--- config.mk ---
export PLATFORM = sky130hd
export DESIGN_NAME = tdm_tx
export DESIGN_NICKNAME = d
export VERILOG_FILES = /design/src/rtl/tdm_tx_pkg.sv /design/src/rtl/tdm_tx_seq.sv /design/src/rtl/tdm_tx_fmt.sv /design/src/rtl/tdm_tx.sv
export SDC_FILE = /design/constraint.sdc
export NUM_CORES = 1
export LEC_CHECK = 0
export CORE_MARGIN = 10
export CORE_UTILIZATION = 52
export DETAILED_ROUTE_END_ITERATION = 6
export PLACE_DENSITY = 0.93
export SLEW_MARGIN = 20
export SYNTH_ARGS = -nofsm -noshare
export SYNTH_HDL_FRONTEND = slang
export SYNTH_HIERARCHICAL = 1
export SYNTH_SLANG_ARGS = --single-unit
--- constraint.sdc ---
create_clock -name clk -period 21.1 [get_ports clk]
set_clock_uncertainty 0.05 [all_clocks]
set_input_delay 6.33 -clock clk [delete_from_list [all_inputs] [get_ports clk]]
set_output_delay 6.33 -clock clk [all_outputs]
set_load 0.05 [all_outputs]
--- src/rtl/tdm_tx_pkg.sv ---
`timescale 1ns/1ps
package tdm_tx_pkg;

  // mu-law code of a signed 16-bit sample: bias, segment search, step, invert
  function automatic logic [7:0] mulaw_code(input logic [15:0] smp);
    logic       sgn;
    logic [15:0] mag;
    logic [2:0] seg;
    logic [3:0] stp;
    sgn = smp[15];
    mag = sgn ? (~smp + 16'd1) : smp;
    if (mag > 16'd32635) mag = 16'd32635;
    mag = mag + 16'h0084;
    casez (mag[14:7])
      8'b1???????: seg = 3'd7;
      8'b01??????: seg = 3'd6;
      8'b001?????: seg = 3'd5;
      8'b0001????: seg = 3'd4;
      8'b00001???: seg = 3'd3;
      8'b000001??: seg = 3'd2;
      8'b0000001?: seg = 3'd1;
      default:     seg = 3'd0;
    endcase
    stp = 4'(mag >> (5'(seg) + 5'd3));
    return ~{sgn, seg, stp};
  endfunction

  // place a right-justified word of len bits at the top of a 32-bit field
  function automatic logic [31:0] left_align(input logic [31:0] w, input logic [5:0] len);
    return w << (6'd32 - len);
  endfunction

endpackage

--- src/rtl/tdm_tx_seq.sv ---
`timescale 1ns/1ps
module tdm_tx_seq #(
  parameter int MAX_SLOTS = 128,
  parameter int MAX_BITS  = 32,
  localparam int SI_W  = $clog2(MAX_SLOTS),
  localparam int BI_W  = $clog2(MAX_BITS),
  localparam int SC_W  = $clog2(MAX_SLOTS + 1),
  localparam int LEN_W = $clog2(MAX_BITS + 1)
) (
  input  logic             clk,
  input  logic             rst_n,
  input  logic             run,
  input  logic             packed_mode,
  input  logic [SC_W-1:0]  slot_count,
  input  logic [LEN_W-1:0] word_len,
  output logic [SI_W-1:0]  cur_slot,
  output logic [SI_W-1:0]  next_slot,
  output logic             lead,
  output logic             slot_end,
  output logic             fs
);
  logic [BI_W-1:0] cur_bit;
  logic            last_slot;
  logic [SI_W-1:0] view_slot;
  logic [SC_W-1:0] half;

  assign last_slot = SC_W'(cur_slot) == slot_count - SC_W'(1);
  assign slot_end  = lead || (LEN_W'(cur_bit) == word_len - LEN_W'(1));
  assign next_slot = (lead || last_slot) ? '0 : cur_slot + SI_W'(1);
  assign half      = slot_count >> 1;
  // the sync reflects the position of the bit that follows
  assign view_slot = slot_end ? next_slot : cur_slot;
  assign fs        = packed_mode ? (SC_W'(view_slot) >= half)
                                 : (slot_end && next_slot == '0);

  always_ff @(posedge clk or negedge rst_n) begin
    if (!rst_n) begin
      lead     <= 1'b1;
      cur_slot <= '0;
      cur_bit  <= '0;
    end else if (run) begin
      if (slot_end) begin
        lead     <= 1'b0;
        cur_slot <= next_slot;
        cur_bit  <= '0;
      end else begin
        cur_bit  <= cur_bit + BI_W'(1);
      end
    end
  end

  p_slot_bound_r2: assert property (@(posedge clk) disable iff (!rst_n)
    run |-> (SC_W'(cur_slot) < slot_count));
  p_pulse_one_bit_r4: assert property (@(posedge clk) disable iff (!rst_n)
    run && !packed_mode && fs |=> !fs);
  p_level_moves_late_r5: assert property (@(posedge clk) disable iff (!rst_n)
    run && packed_mode |=> $stable(fs) || slot_end);
endmodule

--- src/rtl/tdm_tx_fmt.sv ---
`timescale 1ns/1ps
module tdm_tx_fmt #(
  parameter int MAX_BITS = 32,
  localparam int LEN_W = $clog2(MAX_BITS + 1)
) (
  input  logic [MAX_BITS-1:0] word,
  input  logic [LEN_W-1:0]    word_len,
  input  logic                compand,
  output logic [MAX_BITS-1:0] field
);
  import tdm_tx_pkg::*;
  logic [31:0] aligned;
  logic [7:0]  code;

  assign aligned = left_align(32'(word), 6'(word_len));
  assign code    = mulaw_code(aligned[31:16]);
  assign field   = compand ? MAX_BITS'({code, 24'd0}) : MAX_BITS'(aligned);
endmodule

--- src/rtl/tdm_tx.sv ---
`timescale 1ns/1ps
module tdm_tx #(
  parameter int MAX_SLOTS = 128,
  parameter int MAX_BITS  = 32,
  localparam int SI_W  = $clog2(MAX_SLOTS),
  localparam int SC_W  = $clog2(MAX_SLOTS + 1),
  localparam int LEN_W = $clog2(MAX_BITS + 1)
) (
  input  logic                 clk,
  input  logic                 rst_n,
  input  logic                 run,
  input  logic                 packed_mode,
  input  logic [SC_W-1:0]      slot_count,
  input  logic [LEN_W-1:0]     word_len,
  input  logic [MAX_SLOTS-1:0] active_mask,
  input  logic [MAX_SLOTS-1:0] compand_mask,
  input  logic                 in_valid,
  input  logic [MAX_BITS-1:0]  in_data,
  output logic                 in_ready,
  output logic                 sd_out,
  output logic                 sd_oe,
  output logic                 fs_out,
  output logic                 underflow
);
  logic [SI_W-1:0]     cur_slot, next_slot;
  logic                lead, slot_end;
  logic                act_next, cmp_next;
  logic [MAX_BITS-1:0] field;
  logic [MAX_BITS-1:0] sh;
  logic                active_q;
  logic                load_evt, starve_evt;

  tdm_tx_seq #(.MAX_SLOTS(MAX_SLOTS), .MAX_BITS(MAX_BITS)) u_seq (
    .clk(clk), .rst_n(rst_n), .run(run), .packed_mode(packed_mode),
    .slot_count(slot_count), .word_len(word_len),
    .cur_slot(cur_slot), .next_slot(next_slot), .lead(lead),
    .slot_end(slot_end), .fs(fs_out)
  );

  // masks are indexed by the slot about to start, every frame
  assign act_next = active_mask[next_slot];
  assign cmp_next = compand_mask[next_slot];

  tdm_tx_fmt #(.MAX_BITS(MAX_BITS)) u_fmt (
    .word(in_data), .word_len(word_len), .compand(cmp_next), .field(field)
  );

  assign load_evt   = run && slot_end;
  assign in_ready   = load_evt && act_next;
  assign starve_evt = in_ready && !in_valid;

  always_ff @(posedge clk or negedge rst_n) begin
    if (!rst_n) begin
      sh        <= '0;
      active_q  <= 1'b0;
      underflow <= 1'b0;
    end else begin
      if (load_evt) begin
        active_q <= act_next;
        sh       <= (act_next && in_valid) ? field : '0;
      end else if (run) begin
        sh <= sh << 1;
      end
      if (starve_evt) underflow <= 1'b1;
    end
  end

  assign sd_out = active_q && sh[MAX_BITS-1];
  assign sd_oe  = active_q && !lead;

  p_take_then_drive_r2: assert property (@(posedge clk) disable iff (!rst_n)
    in_ready && in_valid |=> sd_oe);
  p_quiet_when_off_r3: assert property (@(posedge clk) disable iff (!rst_n)
    !sd_oe |-> !sd_out);
  p_underflow_sticky_r8: assert property (@(posedge clk) disable iff (!rst_n)
    underflow |=> underflow);
  p_hold_when_stopped_r9: assert property (@(posedge clk) disable iff (!rst_n)
    !run |=> $stable(sd_out) && $stable(sd_oe));
endmodule

; ---- Word-level counts from Yosys, hierarchy flattened
; Index checks and enable logic that the tools add are counted.
[op_classes]
div_mod_pow = 0
n_reduce_logical = 14
bitwise_logic = 2
n_addsub = 8
n_lt_le_gt_ge = 3
shift = 2
multipliers = 0
n_mux = 15
n_eq_ne = 8
[ops]
columns = operator, count
row1 = 2-to-1 mux 32 bit, 4
row2 = 2-to-1 mux 16 bit, 2
row3 = << shifter 32 x 6 -> 32 bit, 1
row4 = case mux 3 bit (7 select lines), 1
row5 = "adder 16 x 1 -> 16 bit, second input constant", 1
row6 = "adder 16 x 8 -> 16 bit, second input constant", 1
row7 = "> comparator 16 x 15 -> 1 bit, second input constant", 1
row8 = NOT 16 bit, 1
row9 = >> shifter 16 x 5 -> 4 bit, 1
row10 = binary-select mux 1 bit (select 7 bit), 2
row11 = 2-to-1 mux 7 bit, 2
row12 = == test 7 x 8 -> 1 bit, 1
row13 = "less-than comparator 7 x 8 -> 1 bit, second input constant", 1
row14 = NOT 8 bit, 1
row15 = "subtractor 8 x 1 -> 8 bit, second input constant", 1
row16 = "adder 7 x 1 -> 7 bit, second input constant", 1
row17 = "== test 7 x 1 -> 1 bit, second input constant", 1
row18 = >= comparator 7 bit, 1
row19 = logical AND 1 bit, 7
row20 = logical NOT 7 bit, 1
row21 = == test 5 x 6 -> 1 bit, 1
row22 = "== test 6 x 1 -> 1 bit, second input constant", 1
row23 = "subtractor 6 x 1 -> 6 bit, second input constant", 1
row24 = "subtractor 6 bit, first input constant", 1
row25 = 12 further kinds, 16
[totals]
romBits = 0
ff_bits = 47
latchBits = 0
out_inout_bits = 5
elab_cells = 58
ramBits = 0
memories = 0
inputBits = 307

; ---- Logic depth before layout (Yosys ltp)
; Gate-level depths: netlist (run 1).
[logic_depth]
word_depth = 16
mapped_depth = 34
mapped_depth_nobuf = 27

; ---- Modules after synthesis
; Netlist (run 1), hierarchy kept.
[modules_own_cells]
columns = module, area_per_inst_um2, cells_each, seq_area_each_um2, instances
row1 = tdm_tx_fmt, 3918.8, 499, 0.0, 1
row2 = tdm_tx, 3804.9, 366, 850.8, 1
row3 = tdm_tx_seq, 1512.7, 184, 326.6, 1

; ---- Least setup slack after synthesis (run 1)
; OpenSTA, ideal clock, no wires.
[synth_path]
path_kind = in2out
from = in slot_count[1]
to = out in_ready
required_ns = 14.720
path_slack_ns = 4.284
path_stages = 16
arrival_ns = 10.436
n_path_buf = 4
cell_sequence = or4_4 -> or3_1 -> a31o_1 -> o2111a_1 -> or2_0 -> buf_6 -> nor2_1 -> buf_2 -> buf_2 -> mux4_2 -> nand4_1 -> o2111ai_1 -> or4_1 -> a32oi_2 -> buf_4 -> inv_1
[synth_via]
elab_chain_len = 7
[synth_lines]
columns = item, line_no
row1 = from (decl), tdm_tx.sv:13  ; input logic [SC_W-1:0] slot_count,
row2 = subtractor 8 x 1 -> 8 bit, tdm_tx_seq.sv:27  ; assign last_slot = SC_W'(cur_slot) == slot_count - SC_W'(1);
row3 = == test 7 x 8 -> 1 bit, tdm_tx_seq.sv:27
row4 = logical OR 1 bit, tdm_tx_seq.sv:29  ; assign next_slot = (lead || last_slot) ? '0 : cur_slot + SI_W'(1);
row5 = 2-to-1 mux 7 bit, tdm_tx_seq.sv:29
row6 = named net next_slot[2], tdm_tx.sv:25  ; logic [SI_W-1:0] cur_slot, next_slot;
row7 = binary-select mux 1 bit (select 7 bit), tdm_tx.sv:41  ; assign act_next = active_mask[next_slot];
row8 = 2-to-1 mux 1 bit (implied by the code), tdm_tx.sv:41
row9 = logical AND 1 bit, tdm_tx.sv:49  ; assign in_ready = load_evt && act_next;
row10 = to (decl), tdm_tx.sv:19  ; output logic in_ready,
; The timed path passes the listed nets, and every way through them passes these cells. The select of a mux whose other input is x is not followed.

; ---- Worst setup path after layout (run 1)
; Ends and elaborated chain as after synthesis.

==> impl_metrics.py, run 1 <==
metrics = {
    "critical_path": {
        "cp.required_ns": 14.72,
        "start_kind": "input pin",
        "arrival_ns": 12.62,
        "crit_path_end_kind": "output pin",
        "cp_max_fo": 35,
        "cp_cell_sequence": "clkdlybuf4s50_1 > or4_4 > or3_1 > a31o_1 > o2111a_1 > or2_0 > nor2_4 > buf_4 > mux4_2 > nand3_1 > nand4_1 > or4_1 > a32oi_2 > buf_4 > inv_1 > clkdlybuf4s50_1",
        "path_class": "in2out",
        "slowest_stage": "clkdlybuf4s50_1",
        "cp_slowest_stage_delay_ns": 0.71,
    },
    "detailed_routing": {
        "drc": 0,
        "drt_first_pass_iters": 5,
        "dr.first_iter.drc_count": 1003,
        "wire_per_inst_microns": 24.4,
        "via_per_inst": 6.53,
        "vias": 9939,
        "antenna_left": 0,
        "drt-total-wl_mm": 37.2,
    },
    "pwr": {
        "power.density_nw_per_um2": 68.3,
        "p_leak_nw": 4.68,
        "power_w": 0.000852,
        "peakVddDrop_mv": 0.0642,
    },
    "sta": {
        "worst_pin_slew_ns": 1.05,
        "setup_violations": 0,
        "fin_crit_ns": 19.00,
        "finalSetupTns_ns": 0,
        "hold_viol": 0,
        "slew_viol_final": 0,
        "slew_headroom": 0.302,
        "rsz0062_at_grt": "false",
        "finalCritPeriodShare": 0.900,
        "max_freq_ghz": 0.0526,
    },
    "synth": {
        "ys_async_sr_fraction": 1.00,
        "synthTopCellsByArea": "mux4_2 (20%), dfrtp_1 (12%), mux2i_1 (6.9%)",
        "synth_edf_count": 0,
        "syn-num-nets": 1370,
        "ys_ff_latch": 47,
        "synth_area_per_cell_sq_um": 8.80,
        "postSynthCellCount": 1049,
        "ys.warnings.count": 6,
        "synth-seq-area-share": 0.127,
        "synth_top_area_cell": "mux4_2",
        "synth_top_area_share": 0.202,
        "synth_area_sq_um": 9240,
        "synth_ff_type": "dfrtp_1",
        "ys_types": 113,
    },
    "cts": {
        "cts_root_buffer": "clkbuf_16",
        "ctsHoldBuffers": 0,
        "clock_latency_ns": 0.28,
        "cts_resized": 0,
        "cts.sinks": 47,
        "htree_levels": 2,
        "ctsLongestPathBuffers": 2,
        "postCtsSetupBuffers": 0,
        "cts_buffers": 5,
        "clkSlewWorstSetupHoldPaths_ns": 0.06,
        "cts_tree": "done",
    },
    "floorplanning": {
        "io_pins": 312,
        "rows": 48,
        "fp.dieArea_sq_um": 23500,
        "dieWidth_microns": 153,
        "core_sq_um": 17400,
        "die_y_microns": 153,
        "initial_core_util": 0.532,
    },
    "grt": {
        "met3_usage": 0.0631,
        "gr-max-usage-layer": "met2",
        "grt_first_pass_wirelength_mm": 57.0,
        "grt-ovfl-total": 0,
        "gr-usage-met1": 0.356,
        "grt_pass1_vias": 9813,
        "antenna_found_initial": 2,
        "grt_use_met2": 0.515,
        "grt_usage": 0.299,
        "grt_max_degree": 50,
    },
    "run_status": {
        "status": "finished clean",
    },
    "place": {
        "hpwl_mm": 30.9,
        "gp_congestion": 0.993,
        "placed_cells": 1509,
        "place.port_buffers": 311,
    },
    "worst_hold_path": {
        "min_path_type": "reg2reg",
    },
    "finish": {
        "fin_nets": 1614,
        "drive_gt1_frac": 0.145,
        "syn_to_final_growth_pct": 35.1,
        "stdcell_count": 1521,
    },
    "run": {
        "drv_cap": 0,
    },
}
## final cells by class
| type | instances | area (sq um) |
|---|---|---|
| Antenna cell | 2 | 5.00 |
| Clock buffer | 8 | 156 |
| Fill cell | 1325 | 4880 |
| Inverter | 28 | 105 |
| Multi-Input combinational cell | 889 | 7530 |
| Sequential cell | 47 | 1180 |
| Tap cell | 225 | 282 |
| Timing Repair Buffer | 322 | 3230 |
## worst max-delay path, delay by kind of cell
family	cells	cell delay (ns)
AO/OA/AOI/OAI	3	0.83
AND/OR/NAND/NOR	7	2.85
multiplexers	1	0.57
buffers and inverters	5	2.00
## routing by layer
metal	vias up	share of wire	wire, microns
met5	-	0	0
met4	0	0.042	1580
met3	87	0.088	3270
met2	577	0.50	18500
met1	4730	0.37	13800
li1	4545	-	-
## metrics by stage
| stage | worst slack [ns] | instance area (sq um) | hold WS [ns] | utilization |
|---|---|---|---|---|
| 2_1_floorplan | 4.28 | 9240 | 0.402 | - |
| 3_3_place_gp | 2.15 | 12300 | 0.410 | 0.706 |
| 3_5_place_dp | 1.99 | 12300 | 0.421 | 0.706 |
| 4_1_cts | 1.98 | 12400 | 0.439 | 0.715 |
| 5_1_grt | 1.74 | 12500 | 0.459 | 0.719 |
| 6_report | 2.10 | 12500 | 0.435 | 0.719 |
## final timing paths
| check | from | slack [ns] | to | cells after the start |
|---|---|---|---|---|
| setup / recovery | slot_count[1] | 2.10 | in_ready | 16 |
| hold / removal | sh[12] | 0.44 | sh[13] | 2 |
| setup reg to reg | u_seq/cur_slot[2] | 14.84 | sh[5] | 17 |
| hold reg to reg | sh[12] | 0.44 | sh[13] | 2 |
| max in group asynchronous | rst_n | 14.58 | sh[0] | 1 |
| min in group asynchronous | rst_n | 6.00 | u_seq/cur_slot[1] | 1 |
## kinds of logic after synthesis
family                     after synthesis  share of synthesized area
and+or+nand+nor                        404                      0.237
AOI/OAI and AO/OA                      266                      0.215
muxes                                  164                      0.294
buffers and inverters                  113                     0.0633
DFF                                     47                      0.127
xor gates and xnor gates                41                     0.0442
adders and majority gates               14                     0.0190
## power by group
part / switching (W) / internal, W
Combinational: 0.000339 / 0.000318
Clock: 0.0000305 / 0.0000504
Sequential: 0.0000127 / 0.000101
## synthesized netlist by cell type, types with 12 or more instances
cell and instances:
nor3_1 35, mux2_2 16, nand4_1 14, clkbuf_1 41, buf_2 22, mux4_2 83, nor2b_1 40, dfrtp_1 46
inv_1 27, nand3_1 34, mux2i_1 64, nand2_1 96, buf_6 13, ha_1 14, o21ai_0 30, xor2_1 14
o21ai_1 30, xnor2_1 22, o211ai_1 12, and2_1 12, nor2_1 88, a21oi_1 63
## cells in the final DEF, fill, tap and decap left out, types with 34 or more instances in the layout
master / netlist / routed
a21oi_1: 63 / 63
clkdlybuf4s50_1: 0 / 309
dfrtp_1: 46 / 46
mux2i_1: 64 / 64
mux4_2: 83 / 83
nand2_1: 96 / 96
nand3_1: 34 / 34
nor2_1: 88 / 84
nor2b_1: 40 / 39
nor3_1: 35 / 35
## state kept, by name, summed over array words and instances (netlist names)
| register | cells |
|---|---|
| active_q | 1 |
| u_seq/cur_bit | 5 |
| u_seq/cur_slot | 7 |
| sh | 32 |
| underflow | 1 |
| u_seq/lead | 1 |
(Power assumes the default switching activity.)
==> run 2: changes to the inputs <==
CAP_MARGIN = 20   (was unset)
clock period = 22.9 ns   (was 21.1 ns; I/O delays follow)
==> impl_metrics.py, run 2 (synthesized netlist as in run 1, its figures left out) <==
metrics = {
    "finish": {
        "mostFrequentLayoutCells": "clkdlybuf4s50_1 (309), nand2_1 (96), nor2_1 (84)",
        "fill_cells": 1318,
        "fin_nets": 1615,
        "top_register": "sh",
        "drive_gt1_frac": 0.146,
        "syn_to_final_growth_pct": 34.9,
        "top_regs": "sh: 32 flops, u_seq/cur_slot: 7 flops, u_seq/cur_bit: 5 flops",
        "largest_reg_flops": 32,
        "regArea_sq_um": 1180,
        "layout_commonest_cell": "clkdlybuf4s50_1",
        "final_area_sq_um": 12500,
        "stdcell_count": 1523,
        "multi_input_area_sq_um": 7530,
    },
    "critical_path": {
        "start_kind": "input pin",
        "crit_path_end_kind": "output pin",
        "cp_slowest_stage_delay_ns": 0.84,
        "cp.required_ns": 15.98,
        "crit_buf_inv": 5,
        "r2r_slack_ns": 16.58,
        "path_class": "in2out",
        "crit_family": "simple AND/OR/NAND/NOR gates",
        "cp_cell_sequence": "clkdlybuf4s50_1 > or4_4 > or3_1 > a31o_1 > o2111a_1 > or2_0 > nor2_4 > buf_4 > mux4_2 > nand4_1 > o2111ai_1 > or4_1 > a32oi_2 > buf_4 > inv_1 > clkdlybuf4s50_1",
        "cp_max_fo": 35,
        "slowest_stage": "nor2_4",
        "arrival_ns": 13.50,
    },
    "floorplanning": {
        "fp.dieArea_sq_um": 23500,
        "core_sq_um": 17400,
        "initial_core_util": 0.532,
        "die_y_microns": 153,
        "dieWidth_microns": 153,
        "io_pins": 312,
        "rows": 48,
    },
    "pwr": {
        "power_frac_clock": 0.094,
        "comb_power_share": 0.772,
        "p_leak_nw": 4.67,
        "p_int_w": 0.000429,
        "power.density_nw_per_um2": 63.4,
        "sw_frac_of_total": 0.457,
        "power.switching_w": 0.000361,
        "peakVddDrop_mv": 0.0597,
        "power_frac_seq": 0.134,
    },
    "cts": {
        "postCtsSetupBuffers": 0,
        "ctsHoldBuffers": 0,
        "clock_latency_ns": 0.29,
        "cts.sinks": 47,
        "cts_root_buffer": "clkbuf_16",
        "cts_resized": 0,
        "cts_tree": "done",
        "clkSlewWorstSetupHoldPaths_ns": 0.07,
        "cts_buffers": 5,
        "htree_levels": 2,
        "ctsLongestPathBuffers": 2,
    },
    "sta": {
        "finalCritPeriodShare": 0.892,
        "fin_ws_ns": 2.48,
        "slew_viol_final": 0,
        "rsz0062_at_grt": "false",
        "hold_viol": 0,
        "worst_pin_slew_ns": 1.07,
        "max_freq_ghz": 0.0490,
        "setup_violations": 0,
        "finalSetupTns_ns": 0,
        "slew_headroom": 0.288,
        "hold_slack_ns": 0.435,
        "fin_crit_ns": 20.42,
    },
    "grt": {
        "grt-ovfl-total": 0,
        "met3_usage": 0.0592,
        "grt_max_degree": 50,
        "grt_first_pass_wirelength_mm": 57.5,
        "grt_use_met2": 0.542,
        "gr-usage-met1": 0.355,
        "grt_usage": 0.303,
        "antenna_found_initial": 3,
        "grt_pass1_vias": 10076,
        "gr-max-usage-layer": "met2",
    },
    "detailed_routing": {
        "dr.first_iter.drc_count": 1096,
        "via_per_inst": 6.63,
        "drt-total-wl_mm": 38.0,
        "drc": 0,
        "antenna_left": 0,
        "wire_per_inst_microns": 25.0,
        "vias": 10103,
        "drt_first_pass_iters": 5,
    },
    "place": {
        "gp_congestion": 1.00,
        "hpwl_mm": 31.2,
        "place.port_buffers": 311,
        "placed_cells": 1511,
        "placed_area_sq_um": 12300,
        "dp_slack_ns": 2.54,
    },
    "run": {
        "drv_cap": 0,
    },
    "worst_hold_path": {
        "min_path_type": "reg2reg",
    },
    "run_status": {
        "status": "finished clean",
    },
}
[run 2: through the flow]
stage          power, W   util
2_1_floorplan  0.000549      -
3_3_place_gp   0.000692  0.707
3_5_place_dp   0.000703  0.707
4_1_cts        0.000781  0.716
5_1_grt        0.000834  0.718
6_report       0.000790  0.718
[run 2: final cells by class]
class / count / area share
Multi-Input combinational cell: 889 / 0.604
Clock buffer: 6 / 0.0111
Clock inverter: 2 / 0.00131
Sequential cell: 47 / 0.0945
Inverter: 28 / 0.00844
Timing Repair Buffer: 323 / 0.257
Tap cell: 225 / 0.0226
Antenna cell: 3 / 0.000603
[run 2: worst paths after layout]
kind	from	end	depth (start not counted)
setup / recovery	slot_count[1]	in_ready	16
max in group asynchronous	rst_n	sh[9]	2
setup reg to reg	u_seq/cur_slot[2]	sh[6]	17
hold / removal	underflow	underflow	1
min in group asynchronous	rst_n	u_seq/cur_slot[5]	1
hold reg to reg	underflow	underflow	1
[run 2: power groups by stage]
stage / clock network [W] / registers (W) / logic (W)
floorplan: 0 / 0.000104 / 0.000445
global placement: 0 / 0.000106 / 0.000586
detailed placement: 0 / 0.000106 / 0.000597
CTS: 0.0000753 / 0.000105 / 0.000600
global route: 0.0000792 / 0.000107 / 0.000648
finish: 0.0000745 / 0.000105 / 0.000610
[run 2: routing by layer]
metal / routed length (microns) / vias to the layer above
li1: - / 4551
met1: 14000 / 4880
met2: 19700 / 593
met3: 3270 / 79
met4: 1100 / 0
met5: 0 / -
[run 2: worst register-to-register path, cell delays in order (launching register included)]
cell and delay, ns:
dfrtp_1 0.64, xor2_1 0.19, nand2b_1 0.08, a32o_1 0.26, o2111a_1 0.29, or2_0 0.53
nor2_4 0.84, buf_4 0.52, mux4_2 0.62, mux4_2 0.47, mux2_2 0.27, a21oi_1 0.19
o22ai_2 0.09, buf_4 0.24, or2_2 0.43, nor3b_1 0.28, nand2_1 0.10, o21ai_1 0.15
